## config.mk

```make
export PLATFORM = sky130hd
export DESIGN_NAME = mmode_counter
export DESIGN_NICKNAME = d
export VERILOG_FILES = /design/src/rtl/mmode_counter_pkg.sv /design/src/rtl/mmode_cnt_arith.sv /design/src/rtl/mmode_cnt_policy.sv /design/src/rtl/mmode_cnt_state.sv /design/src/rtl/mmode_counter.sv
export SDC_FILE = /design/constraint.sdc
export NUM_CORES = 1
export LEC_CHECK = 0
export ABC_AREA = 1
export BUFFER_PORTS_ARGS = -buffer_cell sky130_fd_sc_hd__buf_2
export CORE_AREA = 2 2 45 47
export DETAILED_ROUTE_END_ITERATION = 8
export DIE_AREA = 0 0 47 49
export GPL_ROUTABILITY_DRIVEN = 0
export SLEW_MARGIN = 20
export SYNTH_ARGS = -nofsm -noshare
export SYNTH_HDL_FRONTEND = slang
export SYNTH_HIERARCHICAL = 1
export SYNTH_SLANG_ARGS = --single-unit
```

## constraint.sdc

```tcl
create_clock -name clk -period 1.7 [get_ports clk]
set_clock_uncertainty 0.15 [all_clocks]
set_input_delay 0.085 -clock clk [delete_from_list [all_inputs] [get_ports clk]]
set_output_delay 0.085 -clock clk [all_outputs]
set_load 0.02 [all_outputs]
```

## src/rtl/mmode_counter_pkg.sv

```systemverilog
package mmode_counter_pkg;

  typedef enum logic [1:0] {
    BHV_WRAP   = 2'b00,
    BHV_SAT    = 2'b01,
    BHV_BOUNCE = 2'b10
  } behave_t;

  // 2'b11 is folded onto wrap
  function automatic behave_t decode_mode(input logic [1:0] sel);
    case (sel)
      2'b01:   return BHV_SAT;
      2'b10:   return BHV_BOUNCE;
      default: return BHV_WRAP;
    endcase
  endfunction

endpackage

```

## src/rtl/mmode_cnt_arith.sv

```systemverilog
module mmode_cnt_arith #(
  parameter int WIDTH = 4
) (
  input  logic [WIDTH-1:0] cur,
  output logic [WIDTH-1:0] inc,
  output logic [WIDTH-1:0] dec,
  output logic             at_top,
  output logic             at_bot
);
  localparam logic [WIDTH-1:0] TOP = '1;
  localparam logic [WIDTH-1:0] ONE = WIDTH'(1);

  always_comb begin
    inc    = cur + ONE;
    dec    = cur - ONE;
    at_top = (cur == TOP);
    at_bot = (cur == '0);
  end
endmodule

```

## src/rtl/mmode_cnt_policy.sv

```systemverilog
module mmode_cnt_policy
  import mmode_counter_pkg::*;
#(
  parameter int WIDTH = 4
) (
  input  logic [1:0]       mode,
  input  logic             dir_up,
  input  logic [WIDTH-1:0] cur,
  input  logic [WIDTH-1:0] inc,
  input  logic [WIDTH-1:0] dec,
  input  logic             at_top,
  input  logic             at_bot,
  output logic [WIDTH-1:0] nxt,
  output logic             nxt_dir_up
);
  behave_t bhv;

  always_comb begin
    bhv        = decode_mode(mode);
    nxt        = inc;
    nxt_dir_up = 1'b1;
    case (bhv)
      BHV_SAT: begin
        nxt = at_top ? cur : inc;
      end
      BHV_BOUNCE: begin
        if (dir_up) begin
          if (at_top) begin
            nxt        = dec;
            nxt_dir_up = 1'b0;
          end else begin
            nxt        = inc;
            nxt_dir_up = 1'b1;
          end
        end else begin
          if (at_bot) begin
            nxt        = inc;
            nxt_dir_up = 1'b1;
          end else begin
            nxt        = dec;
            nxt_dir_up = 1'b0;
          end
        end
      end
      default: begin
        nxt = inc;
      end
    endcase
  end
endmodule

```

## src/rtl/mmode_cnt_state.sv

```systemverilog
module mmode_cnt_state #(
  parameter int WIDTH = 4
) (
  input  logic             clk,
  input  logic             rst,
  input  logic             en,
  input  logic [WIDTH-1:0] nxt,
  input  logic             nxt_dir_up,
  output logic [WIDTH-1:0] cur,
  output logic             dir_up
);
  always_ff @(posedge clk) begin
    if (rst) begin
      cur    <= '0;
      dir_up <= 1'b1;
    end else if (en) begin
      cur    <= nxt;
      dir_up <= nxt_dir_up;
    end
  end
endmodule

```

## src/rtl/mmode_counter.sv

```systemverilog
module mmode_counter #(
  parameter int WIDTH = 4
) (
  input  logic             clk,
  input  logic             rst,
  input  logic             en,
  input  logic [1:0]       mode,
  output logic [WIDTH-1:0] count
);
  logic [WIDTH-1:0] cur, inc, dec, nxt;
  logic             at_top, at_bot, dir_up, nxt_dir_up;

  mmode_cnt_arith #(.WIDTH(WIDTH)) u_arith (
    .cur(cur), .inc(inc), .dec(dec), .at_top(at_top), .at_bot(at_bot)
  );

  mmode_cnt_policy #(.WIDTH(WIDTH)) u_policy (
    .mode(mode), .dir_up(dir_up), .cur(cur), .inc(inc), .dec(dec),
    .at_top(at_top), .at_bot(at_bot), .nxt(nxt), .nxt_dir_up(nxt_dir_up)
  );

  mmode_cnt_state #(.WIDTH(WIDTH)) u_state (
    .clk(clk), .rst(rst), .en(en), .nxt(nxt), .nxt_dir_up(nxt_dir_up),
    .cur(cur), .dir_up(dir_up)
  );

  assign count = cur;
endmodule

```

==> impl_metrics.env <==
export IMPL_relSlewSlack_pct=81.62
export IMPL_cts_max_level=1
export IMPL_syn_cell_area_um2=616.8
export IMPL_firstDrtPassIters=4
export IMPL_violations="setup timing"
export IMPL_fmax_mhz=585.2
export IMPL_hold_viol_final=0
export IMPL_crit_chain="ha_4, nand2_4, nor2_4, inv_4, nand2_2, nand2_2, a21oi_2, a21oi_2, inv_1, nand2_2, nand2_2, nor2_1"
export IMPL_overflow=0
export IMPL_critPathArrivalTime_ps=1710
export IMPL_path_buf_inv=2
export IMPL_power_leakage_uw=0.0004817
export IMPL_antenna_found_initial=0
export IMPL_powerDensity_nw_per_um2=617.1
export IMPL_drt_wl_total_um=1712
export IMPL_numCtsBuffers=3
export IMPL_die_area_um2=2303
export IMPL_r2r_end="u_state/cur[2]$_SDFFE_PP0P_"
export IMPL_grtUsageTotal_pct=14.96
export IMPL_cts_sinks=5
export IMPL_required_ps=1700
export IMPL_nets=137
export IMPL_drc=0
export IMPL_vias=707
export IMPL_min_path_type="input pin to flop"
export IMPL_fp_coreArea_um2=1842
export IMPL_critical_path_class="flop to flop"
export IMPL_ys_seq_area_share_pct=16.23
export IMPL_yosys_cell_types_count=17
export IMPL_grt_pass1_wl_um=2525
export IMPL_dpl_worst_slack_ps=-39.91
export IMPL_grt_pass1_vias=639
export IMPL_ctsRootBufferMaster="clkbuf_4"
export IMPL_cts_tree="yes"
export IMPL_whs_path_depth=3
export IMPL_critPathTopFamily="simple AND/OR/NAND/NOR gates"
export IMPL_ioPinCount=9
export IMPL_start_util_pct=33.49
export IMPL_worst_path_max_delay_cell="dfxtp_4"
export IMPL_reg2reg_from="u_state/cur[1]$_SDFFE_PP0P_"
export IMPL_wl_per_cell_um=11.12
export IMPL_end_kind="flop"
export IMPL_grt_max_degree=11
export IMPL_reg2regPathDepth=12
export IMPL_clk_pin_slew_worst_paths_ps=50
export IMPL_start_kind="flop"
export IMPL_synth_warnings=6
export IMPL_clockBufferDepth=2
export IMPL_port_buffer_count=8
export IMPL_clock_latency_ps=250
export IMPL_drive_above_1_share_pct=48.03
export IMPL_outcome="finished with violations"
export IMPL_worstMarginPinSlew_ps=275.3
export IMPL_place_inst=147
export IMPL_antennaDiodeCount=0
export IMPL_drv_slew=0
export IMPL_synth_nets=115
export IMPL_drtIter0Drc=8
export IMPL_fin_crit_ps=1709
export IMPL_rsz0062_at_grt="yes"
export IMPL_whs_endpoint="u_state/cur[3]$_SDFFE_PP0P_"
export IMPL_crit_top_cell="nand2_2"
export IMPL_setup_viol=1
export IMPL_max_cap_violations=0
export IMPL_dieHeight_um=49
export IMPL_cpPeakStageDelay_ps=370
export IMPL_r2r_slack_ps=-9
export IMPL_vias_per_cell=4.591
export IMPL_dpl_hpwl_um=1200
export IMPL_fin_ws_ps=-8.913
export IMPL_hp_start="en"
export IMPL_whs_ps=37.83
export IMPL_avgSynthCellArea_um2=5.819
export IMPL_placement_rows=16
export IMPL_syn_inst=106
export IMPL_die_w_um=47
export IMPL_area_growth_pct=49.90
export IMPL_finalCritPeriodShare_pct=100.5
export IMPL_path_max_fanout=6
export IMPL_ir_drop_uv=330.4
export IMPL_instances_no_fill=154
export IMPL_finalSetupTns_ps=-8.913
export IMPL_final_cell_mix="nand2_1 (17), inv_1 (17), nand2_2 (12)"
export IMPL_synth_seq_cells=5
export IMPL_ant_nets=0
tightest hold or removal path, delay by kind of cell:
kind                   cells  cell delay, ps
buffers and inverters      1             160
and+or+nand+nor            2             160
how the worst max path moves through the flow:
stage                                start  cells past startpoint                          end
6_report       u_state/cur[1]$_SDFFE_PP0P_                     12  u_state/cur[2]$_SDFFE_PP0P_
5_1_grt        u_state/cur[1]$_SDFFE_PP0P_                     11  u_state/cur[2]$_SDFFE_PP0P_
4_1_cts        u_state/cur[0]$_SDFFE_PP0P_                     11  u_state/cur[0]$_SDFFE_PP0P_
3_5_place_dp   u_state/cur[0]$_SDFFE_PP0P_                     12  u_state/cur[0]$_SDFFE_PP0P_
3_3_place_gp   u_state/cur[0]$_SDFFE_PP0P_                     12  u_state/cur[2]$_SDFFE_PP0P_
2_1_floorplan  u_state/cur[2]$_SDFFE_PP0P_                     12  u_state/cur[1]$_SDFFE_PP0P_
timing repair:
action | in CTS | in global routing
hold buffers | 1 | 0
setup buffers | 1 | 1
endpoints found under the setup margin | 4 | 4
endpoints found under the hold margin | 5 | 0
gates resized for setup | 4 | 31
pin swaps | 1 | 13
synth_stat cells:
library cell	n	share of area [%]
buf_4	1	1.2
nor2_1	12	7.3
inv_2	1	0.61
nand3b_1	4	4.9
nand2_1	27	16
a21oi_1	8	6.5
nand4_1	1	1.0
nand3_1	12	9.7
buf_6	2	3.7
xor2_1	2	2.8
nand2_2	5	5.1
ha_1	4	8.1
nor2_4	1	1.8
inv_1	19	12
nor3b_2	1	2.0
dfxtp_1	5	16
nor2_2	1	1.0
area by class of cell:
cell class | instances | area [um2]
inverters | 20 | 77.57
fillers | 191 | 917.1
clock buffers | 3 | 22.52
flip-flops and latches | 5 | 108.9
repair buffers | 20 | 132.6
multi-input cells | 78 | 544.3
well taps | 27 | 33.78
clock inverters | 1 | 5.005
sequential cells by signal, summed over array words and instances, names as in the netlist:
name            cells
u_state/cur         4
u_state/dir_up      1
per-stage QoR:
stage	utilization [%]	instance area (um2)	power, uW
2_1_floorplan	-	624.3	296.4
3_3_place_gp	39.95	735.7	354.7
3_5_place_dp	39.95	735.7	359.3
4_1_cts	43.27	797.0	517.5
5_1_grt	50.20	924.6	614.9
6_report	50.20	924.6	570.6
logic make-up (layout without fill, tap and decap cells):
group	after synthesis	count (layout)	share of synthesized area (%)
flip-flops	5	5	16.23
buffers and inverters	23	44	17.04
adder cells (fa/ha/maj)	4	4	8.114
AND/OR/NAND/NOR	64	64	49.29
XOR/XNOR	2	2	2.840
AO/OA/AOI/OAI	8	8	6.491
metal layers:
layer	share of wire, %	track usage, %	vias to the layer above
met5	0	0	-
met3	4.9	2.222	7
met2	51	26.94	23
li1	-	-	367
met1	42	15.06	310
met4	2.6	8.796	0
power breakdown:
| group | switching, uW | internal [uW] | leakage [uW] |
|---|---|---|---|
| combinational | 154 | 129 | 0.000421 |
| clock | 57.6 | 85.6 | 0.0000177 |
| sequential | 16.8 | 128 | 0.0000430 |
| total | 228 | 342 | 0.000482 |
Power figures use the tool's default switching activity.
